## config.mk

```make
export PLATFORM = sky130hd
export DESIGN_NAME = rst_pf_supervisor
export DESIGN_NICKNAME = d
export VERILOG_FILES = /design/src/rtl/rst_pf_supervisor.sv
export SDC_FILE = /design/constraint.sdc
export NUM_CORES = 1
export LEC_CHECK = 0
export BUFFER_PORTS_ARGS = -buffer_cell sky130_fd_sc_hd__buf_2
export CAP_MARGIN = 30
export CORE_UTILIZATION = 30
export CTS_CLUSTER_DIAMETER = 80
export DETAILED_ROUTE_END_ITERATION = 6
export PLACE_DENSITY_LB_ADDON = 0.3
export SLEW_MARGIN = 20
export SYNTH_ARGS = -nofsm -noshare
export SYNTH_HDL_FRONTEND = slang
export SYNTH_SLANG_ARGS = --single-unit
```

## constraint.sdc

```tcl
create_clock -name clk -period 3.45 [get_ports clk]
set_input_delay 0 -clock clk [delete_from_list [all_inputs] [get_ports clk]]
set_output_delay 0 -clock clk [all_outputs]
set_load 0.005 [all_outputs]
```

## src/rtl/rst_pf_supervisor.sv

```systemverilog
module rst_pf_supervisor #(
  parameter int WDT_TIMEOUT = 4096,
  parameter int PULSE_LEN   = 16
) (
  input  logic       clk,
  input  logic       por_low,
  input  logic       bor_low,
  input  logic       pfw_low,
  input  logic       stop_mode,
  input  logic       wdt_kick,
  input  logic       wr_en,
  input  logic       wr_addr,
  input  logic [7:0] wr_data,
  output logic       rst_int,
  output logic       rst_pin_drv,
  output logic       init_mode,
  output logic       irq_n
);
  localparam int CW = $clog2(WDT_TIMEOUT);
  localparam int PW = $clog2(PULSE_LEN + 1);

  logic [CW-1:0] wdt_cnt;
  logic [PW-1:0] pulse_cnt;
  logic          swr_q, init_q, pf_flag, pf_en;

  logic hard_rst, pulse_on, soft_rst, wr_ctl, wr_st1, wdt_expire;

  assign hard_rst   = por_low | (bor_low & ~stop_mode);
  assign pulse_on   = (pulse_cnt != '0);
  assign soft_rst   = swr_q | pulse_on;
  assign wr_ctl     = wr_en & ~wr_addr;
  assign wr_st1     = wr_en & wr_addr;
  assign wdt_expire = ~stop_mode & ~wdt_kick & (wdt_cnt == CW'(WDT_TIMEOUT - 1));

  always_ff @(posedge clk) begin
    if (hard_rst) begin
      wdt_cnt   <= '0;
      pulse_cnt <= '0;
      swr_q     <= 1'b0;
      init_q    <= 1'b1;
      pf_flag   <= 1'b0;
      pf_en     <= 1'b0;
    end else if (soft_rst) begin
      wdt_cnt   <= '0;
      pulse_cnt <= pulse_on ? pulse_cnt - 1'b1 : '0;
      swr_q     <= 1'b0;
      init_q    <= 1'b1;
      pf_flag   <= 1'b0;
      pf_en     <= 1'b0;
    end else begin
      swr_q <= wr_ctl & wr_data[4];
      if (wr_ctl & wr_data[0]) init_q <= 1'b0;
      if (wdt_kick)        wdt_cnt <= '0;
      else if (stop_mode)  wdt_cnt <= wdt_cnt;
      else if (wdt_expire) begin
        wdt_cnt   <= '0;
        pulse_cnt <= PW'(PULSE_LEN);
      end else             wdt_cnt <= wdt_cnt + 1'b1;
      if (wr_st1) pf_en <= wr_data[0];
      if (pfw_low & ~stop_mode)      pf_flag <= 1'b1;
      else if (wr_st1 & ~wr_data[1]) pf_flag <= 1'b0;
    end
  end

  assign rst_int     = hard_rst | soft_rst;
  assign rst_pin_drv = hard_rst | pulse_on;
  assign init_mode   = init_q | rst_int;
  assign irq_n       = ~(init_mode | (pf_flag & pf_en));
endmodule

```

==> results.md, run 1 <==
* Psw at ~0.22 mW
* Cells after DPL at between 150 and 200
* VDD IR-drop max at 0.234 mV
* Initial Util at 0.320
* Pwr/cell area at approximately 550 nW/µm²
* Setup violators final at 0
* H-tree levels at 1
* Status: finished clean
* TritonCTS clock tree: yes
* # rows at 20
* Final Power at between 0.6 and 0.7 mW
* Final Critical Period at 2.30 ns
* Final core utilization at 0.383
* GRT Total Usage at 0.127
* Ys Warns at 0
* Final period util at 0.668
* TNS Setup at 0 ns
* Initial antenna violation count at 0
* Finished Layout Cells at between 150 and 200
* Share of cells above drive strength 1 at 0.167
* Critical Path End Type: register
* DRT Pass-1 Iters at 4
* Relative slew slack at 0.730
* Total CTS buffers at 3
* Number of global-route vias before repair at around 770
* Sequential share of the synthesized area at 0.426
* Synthesized cell area at 986 µm²
* Worst Path Required at between 3 and 4 ns
* Routed WL at ~1.9 mm
* Chip width at between 50 and 60 µm
* Final instance area at approximately 1200 µm²
* Boundary Pins at 20
* Met2 WL at slightly above 900 µm
* Clock Tree Root: clkbuf_4
* LEAKAGE at 0.455 nW
* Gate Count Post-Synth at between 100 and 150
* Hpwl dp at 1.33 mm
* Max Buffers Root-to-Sink at 2
* Hold Path Class: input port to register
* Clk pin slew, worst setup/hold paths at approximately 0.12 ns
* Area Growth Syn to Fin at 19.4%
* Biggest area consumer among synthesized cells: dfxtp_1
* Fmax at 0.434 GHz
* Core footprint at 3080 µm²
* Crit-path max FO at 7
* Nets at approximately 150
* Synth cell types at 30
* DR top layer: met4
* Max-cap viol count at 0
* DP Area at 1090 µm²
* Ant. Diodes at 0
* Number of fillers in the final layout at 323
* Pin count of the biggest net entering global routing at 12
* Routed WL per cell at roughly 11 µm
* Worst Setup Path Type: register to register
* Critical Path AT at roughly 2.6 ns
* Actual slew at the worst max-slew pin at 0.402 ns
* Switch share at 0.337
* DR WL met3 at 67 µm
* Metal1 wirelength at between 800 and 900 µm
* DRC Markers at 0
* Register share of total power at 0.459
* Remaining global-route overflow at 0
* Clk Latency, worst-skew pair at 0.30 ns
* Global-route wire length before repair at ~3.3 mm
* Share of the synthesized area in the top cell type at 0.426
* Final hold viol count at 0
* P_int at roughly 0.43 mW
* Gpl congestion at slightly above 0.8
* Clock power share at 0.181
* Comb pwr share at 0.360
* Iteration-0 DRC Markers at 32
* Pins Over Slew Limit at 0
* Via count at just under 800
* Clock skew at roughly 0.0079 ns
* Yosys reg bits at 21
* Synth top area cells: dfxtp_1 (43%), xor2_1 (8.0%), nand2_1 (4.9%)
* Die height at slightly below 60 µm
* Number of port buffers at 14
* Startpoint types: register
* Clock Sinks at 21
* Syn Nets at 129
* Die area at about 3500 µm²
* Vias per cell at 4.48
* RSZ-0062 raised after global routing: false
* Antenna viol nets, final at 0
* Avg Cell Area, Syn at 8.88 µm²
[metrics by stage]
stage | setup WS (ns) | hold slack, ns
6_report | 1.15 | 0.0154
5_1_grt | 0.991 | 0.0282
4_1_cts | 1.17 | 0.00610
3_5_place_dp | 1.59 | 0.237
3_3_place_gp | 1.64 | 0.233
2_1_floorplan | 1.98 | 0.107
[cell usage after synthesis, drive strengths merged]
| library cell | count |
|---|---|
| o311ai | 1 |
| and4b | 1 |
| dfxtp | 21 |
| and4 | 2 |
| nand4 | 5 |
| nor2b | 2 |
| xor2 | 9 |
| a21oi | 6 |
| clkbuf | 1 |
| nand2 | 14 |
| buf | 2 |
| and2 | 2 |
| inv | 7 |
| and3b | 1 |
| o211ai | 1 |
| nor2 | 12 |
| o21ai | 1 |
| nor3 | 4 |
| o32ai | 2 |
| ha | 2 |
| nand3 | 5 |
| a22o | 1 |
| nand2b | 2 |
| xnor2 | 4 |
| nor4b | 1 |
| and3 | 2 |
[final cells by class]
| type | instances | area, µm² | share of cell area |
|---|---|---|---|
| repair buffers | 20 | 130 | 0.111 |
| clock buffers | 4 | 26.3 | 0.0223 |
| multi-input cells | 80 | 519 | 0.441 |
| flip-flops and latches | 21 | 420 | 0.357 |
| well taps | 44 | 55.1 | 0.0468 |
| inverters | 7 | 26.3 | 0.0223 |
[power by group through the flow]
stage	clock, mW	combinational, mW	sequential, mW
after global routing	0.135	0.263	0.304
after global placement	0	0.225	0.304
after floorplan	0	0.192	0.300
after detailed placement	0	0.229	0.304
final	0.117	0.234	0.298
after CTS	0.124	0.236	0.299
[flip-flops by register name, summed over array words and instances, names as in the netlist]
signal,count
pf_en,1
swr_q,1
init_q,1
pulse_cnt,5
wdt_cnt,12
pf_flag,1
[repair_timing]
item,4_1_cts,5_1_grt
setup buffers,0,0
endpoints found under the setup margin,0,0
endpoints found under the hold margin,5,0
gates resized for setup,0,0
hold buffers,6,0
[worst max-delay path, stage by stage, from the launching register on]
cell and delay, ns:
dfxtp_1 0.35, inv_1 0.06, ha_1 0.20, nor4b_4 0.38, and4_1 0.50, inv_2 0.07
a21oi_1 0.13, dlygate4sd3_1 0.56
[routing by layer]
| layer | vias to the layer above | GRT usage |
|---|---|---|
| li1 | 426 | - |
| met1 | 353 | 0.151 |
| met4 | 0 | 0.0408 |
| met5 | - | 0 |
| met2 | 7 | 0.212 |
| met3 | 2 | 0.0459 |
[cell usage in the layout, fill, tap and decap left out, types with 3 or more instances in the layout]
master          n
inv_1           6
nor3_1          4
dlygate4sd3_1   6
nor2_1         12
nand2_1        13
xor2_1          9
nand3_1         5
dfxtp_1        21
xnor2_1         4
clkbuf_4        3
nand4_1         5
a21oi_1         6
buf_2          14
[cell families (layout without fill, tap and decap cells)]
logic type	after synthesis	after routing	synth area share
adders and majority gates	2	2	0.0254
AOI/OAI and AO/OA	12	12	0.0926
and+or+nand+nor	53	53	0.293
buffers and inverters	10	31	0.0469
xor gates and xnor gates	13	13	0.115
DFF	21	21	0.426
[worst paths after layout]
path / slack, ns / end / cells past startpoint / startpoint
worst min-delay path: 0.02 / pf_flag$_SDFFE_PP0P_ / 3 / wr_data[1]
worst max register to register: 1.15 / pf_en$_SDFFE_PP0P_ / 7 / pulse_cnt[0]$_SDFFE_PP0P_
worst max-delay path: 1.15 / pf_en$_SDFFE_PP0P_ / 7 / pulse_cnt[0]$_SDFFE_PP0P_
worst min register to register: 0.45 / init_q$_SDFFE_PP1P_ / 2 / init_q$_SDFFE_PP1P_
(Power assumes the default switching activity.)
==> run 2: changes to the inputs <==
--- a/config.mk
+++ b/config.mk
@@ -5,6 +5,7 @@
 export SDC_FILE = /design/constraint.sdc
 export NUM_CORES = 1
 export LEC_CHECK = 0
+export ABC_AREA = 1
 export BUFFER_PORTS_ARGS = -buffer_cell sky130_fd_sc_hd__buf_2
 export CAP_MARGIN = 30
 export CORE_UTILIZATION = 30
==> constraint.sdc (replaced) <==
create_clock -name clk -period 2.15 [get_ports clk]
set_input_delay 0 -clock clk [delete_from_list [all_inputs] [get_ports clk]]
set_output_delay 0 -clock clk [all_outputs]
set_load 0.005 [all_outputs]
==> run 2 against run 1 <==
Compared with the run above:
- count of clock-buffer cells in the layout down 1
- first-iteration DRC count up 22%
- hold slack better by 0.012 ns
- area after synthesis up 4.3%
- via count up 17%
- setup slack worse by 0.93 ns
- combinational power up 66%
- final area up 8.0%
- core utilization up 2.1 points
- register-to-register slack worse by 0.93 ns
- critical path type unchanged
- largest cell class unchanged
==> results.md, run 2 <==
* Status: finished clean (unchanged)
* Max reg flops at 12 (unchanged)
* Relative slew slack at 0.816 (was 0.730)
* Max Buffers Root-to-Sink at 2 (unchanged)
* Nets at 183 (was 151)
* DRC Markers at 0 (unchanged)
* Simple-Gate Fraction of Synth Area at 0.335 (was 0.293)
* Post-synthesis mux area share at 0 (unchanged)
* LEAKAGE at 0.535 nW (was 0.455 nW)
* Largest Register: wdt_cnt (unchanged)
* Number of global-route vias before repair at 918 (was 765)
* Area Growth Syn to Fin at 23.6% (was 19.4%)
* Boundary Pins at 20 (unchanged)
* Pins Over Slew Limit at 0 (unchanged)
* Iteration-0 DRC Markers at 39 (was 32)
* Most common library cells after synthesis: nand2_1 (27), nor2_1 (22), dfxtp_1 (21), inv_1 (16), nand3_1 (10) (was dfxtp_1 (21), nand2_1 (13), nor2_1 (12), xor2_1 (9))
* Antenna viol nets, final at 0 (unchanged)
* Initial Util at 0.326 (was 0.320)
* Setup crit start: pulse_cnt[0]$_SDFFE_PP0P_ (unchanged)
* Global-route wire length before repair at 3.57 mm (was 3.28 mm)
* Biggest regs: wdt_cnt x12, pulse_cnt x5 (unchanged)
* Worst Setup Path Type: register to register (unchanged)
* Worst R2R End: pf_en$_SDFFE_PP0P_ (unchanged)
* Asr flop ratio synth at 0 (unchanged)
* Most used DFF post-synth: dfxtp_1 (unchanged)
* VDD IR-drop max at 0.408 mV (was 0.234 mV)
* Critical Path AT at 2.19 ns (was 2.55 ns)
* Clk Latency, worst-skew pair at 0.30 ns (about the same)
* Max-cap viol count at 0 (unchanged)
* Ant. Diodes at 0 (unchanged)
* Via count at 925 (was 788)
* TNS Setup at 0 ns (unchanged)
* Reg2reg start: pulse_cnt[0]$_SDFFE_PP0P_ (unchanged)
* Setup violators final at 0 (unchanged)
* Routed WL per cell at 9.32 µm (was 10.8 µm)
* Die area at 3670 µm² (was 3520 µm²)
* R2R setup slack at 0.22 ns (was 1.15 ns)
* TritonCTS clock tree: yes (unchanged)
* Hold Path Class: input port to register (unchanged)
* Share of cells above drive strength 1 at 0.171 (was 0.167)
* Crit-path max FO at 6 (was 7)
* Synth top area cells: dfxtp_1 (41%), nand2_1 (9.9%), nor2_1 (8.0%) (was dfxtp_1 (43%), xor2_1 (8.0%), nand2_1 (4.9%))
* Gpl congestion at 0.810 (was 0.823)
* Synth Area in XOR/XNOR at 0.0681 (was 0.115)
* EDFF count, synth at 0 (unchanged)
* GRT Total Usage at 0.129 (was 0.127)
* Final Critical Period at 1.93 ns (was 2.30 ns)
* Fmax at 0.517 GHz (was 0.434 GHz)
* Worst Path Required at 2.41 ns (was 3.70 ns)
* Syn Nets at 155 (was 129)
* Final hold viol count at 0 (unchanged)
* RSZ-0062 raised after global routing: false (unchanged)
* Ys Warns at 0 (unchanged)
* Synth Area in Adders at 0.0243 (was 0.0254)
* Compound-Gate Fraction of Synth Area at 0.0985 (was 0.0926)
* Remaining global-route overflow at 0 (unchanged)
* Routed WL at 1.94 mm (was 1.90 mm)
* Count leader, synth: nand2_1 (was dfxtp_1)
* # rows at 20 (unchanged)
* CP peak stage delay at 0.55 ns (was 0.56 ns)
* Synth cell types at 26 (was 30)
* Hpwl dp at 1.49 mm (was 1.33 mm)
* Most frequent CP cell: inv_1
* DRT Pass-1 Iters at 4 (unchanged)
* Chip width at 60.6 µm (was 59.3 µm)
* Clock Tree Root: clkbuf_4 (unchanged)
* Clk pin slew, worst setup/hold paths at 0.12 ns (about the same)
* Gate Count Post-Synth at 137 (was 111)
* Clock Sinks at 21 (unchanged)
* Avg Cell Area, Syn at 7.51 µm² (was 8.88 µm²)
* Initial antenna violation count at 0 (unchanged)
* Pin count of the biggest net entering global routing at 13 (was 12)
* Die height at 60.6 µm (was 59.3 µm)
* Worst setup path end: pf_en$_SDFFE_PP0P_ (unchanged)
* Cells along the critical path: inv_1, ha_1, nand3_1, inv_1, nand2_4, nor2_8, inv_2, a21oi_1, dlygate4sd3_1 (was inv_1, ha_1, nor4b_4, and4_1, inv_2, a21oi_1, dlygate4sd3_1)
* Pwr/cell area at 826 nW/µm² (was 552 nW/µm²)
* Biggest area consumer among synthesized cells: dfxtp_1 (unchanged)
* Startpoint types: register (unchanged)
* Number of port buffers at 14 (unchanged)
* Clock skew at 0.00320 ns (was 0.00787 ns)
* Critical Path End Type: register (unchanged)
* Core footprint at 3150 µm² (was 3080 µm²)
* Total CTS buffers at 3 (unchanged)
* Share of the synthesized area in the top cell type at 0.409 (was 0.426)
* Sequential share of the synthesized area at 0.409 (was 0.426)
* Post-CTS setup buffer count at 0 (unchanged)
* Yosys reg bits at 21 (unchanged)
* Final core utilization at 0.403 (was 0.383)
* Commonest non-fill, non-tap cell in the layout: nand2_1 (was dfxtp_1)
* CP max stage cell: dlygate4sd3_1 (unchanged)
* Most frequent cells in the layout: nand2_1 (27), nor2_1 (22), dfxtp_1 (21), inv_1 (16), buf_2 (14) (was dfxtp_1 (21), buf_2 (14), nand2_1 (13), nor2_1 (12), xor2_1 (9))
* Min-delay src: wr_data[1] (unchanged)
* DP Worst Slack at 0.680 ns (was 1.59 ns)
* Synthesized cell area at 1030 µm² (was 986 µm²)
* Final period util at 0.900 (was 0.668)
* Vias per cell at 4.45 (was 4.48)
* Final setup margin at 0.216 ns (was 1.15 ns)
* Largest family of logic cells by synthesized area: simple AND/OR/NAND/NOR gates (unchanged)
* # resized after CTS at 0 (unchanged)
* Final Power at 1.05 mW (was 0.649 mW)
* Actual slew at the worst max-slew pin at 0.274 ns (was 0.402 ns)
* H-tree levels at 1 (unchanged)
* Reg2Reg Depth at 9 (was 7)
==> run 2: cell count changes after synthesis, sizes merged, moves of 3 or more <==
cell / change
o21ai: +3
inv: +11
nor2: +13
xor2: -4
nand3: +6
nand2: +15
nand4: -3
==> run 2: how the worst min path moves through the flow <==
stage | end | slack (ns) | depth (start not counted)
CTS | init_q$_SDFFE_PP1P_ | 0.01 | 4
floorplan | rst_pin_drv | 0.11 | 2
global route | wdt_cnt[2]$_SDFFE_PP0N_ | 0.03 | 4
finish | pf_flag$_SDFFE_PP0P_ | 0.03 | 4
global placement | swr_q$_SDFF_PP0_ | 0.23 | 3
detailed placement | swr_q$_SDFF_PP0_ | 0.24 | 3
==> run 2: logic make-up after synthesis <==
family / count (synthesis)
simple gates: 72
flops: 21
buf+inv: 18
compound gates: 16
xor+xnor: 8
fa+ha+maj: 2
==> run 2: routing by layer <==
layer | vias up | wire, µm | GRT usage
met4 | 0 | 0 | 0.0227
met5 | - | 0 | 0
met1 | 428 | 923 | 0.148
li1 | 489 | - | -
met3 | 0 | 59 | 0.0384
met2 | 8 | 955 | 0.240
==> run 2: cell type report <==
type / instances / area, µm²
well taps: 44 / 55.1
flip-flops and latches: 21 / 420
clock buffers: 3 / 22.5
inverters: 18 / 67.6
clock inverters: 1 / 5.00
multi-input cells: 98 / 541
repair buffers: 23 / 160
fillers: 350 / 1880
==> run 2: timing repair <==
item | CTS | global route
endpoints found under the hold margin | 6 | 0
hold buffers | 9 | 0
endpoints found under the setup margin | 0 | 0
==> run 2: where the power goes <==
| group | internal [mW] | switching (mW) | total, mW | leakage, nW |
|---|---|---|---|---|
| registers | 0.438 | 0.0330 | 0.471 | 0.170 |
| clock network | 0.0694 | 0.123 | 0.192 | 0.0177 |
| logic | 0.152 | 0.236 | 0.388 | 0.347 |
| total | 0.659 | 0.392 | 1.05 | 0.535 |
==> run 2: stage by stage <==
stage | hold WS, ns | cell area (µm²) | cells
CTS | 0.0109 | 1270 | 208
global route | 0.0276 | 1270 | 208
global placement | 0.229 | 1150 | 195
detailed placement | 0.239 | 1150 | 195
floorplan | 0.107 | 1030 | 137
finish | 0.0276 | 1270 | 208
==> run 2: worst max-delay path, delay by kind of cell (launching register included) <==
family,cells,cell delay [ns]
flip-flops,1,0.34
adder cells (fa/ha/maj),1,0.20
AO/OA/AOI/OAI,1,0.11
AND/OR/NAND/NOR,3,0.39
buffers and inverters,4,0.84
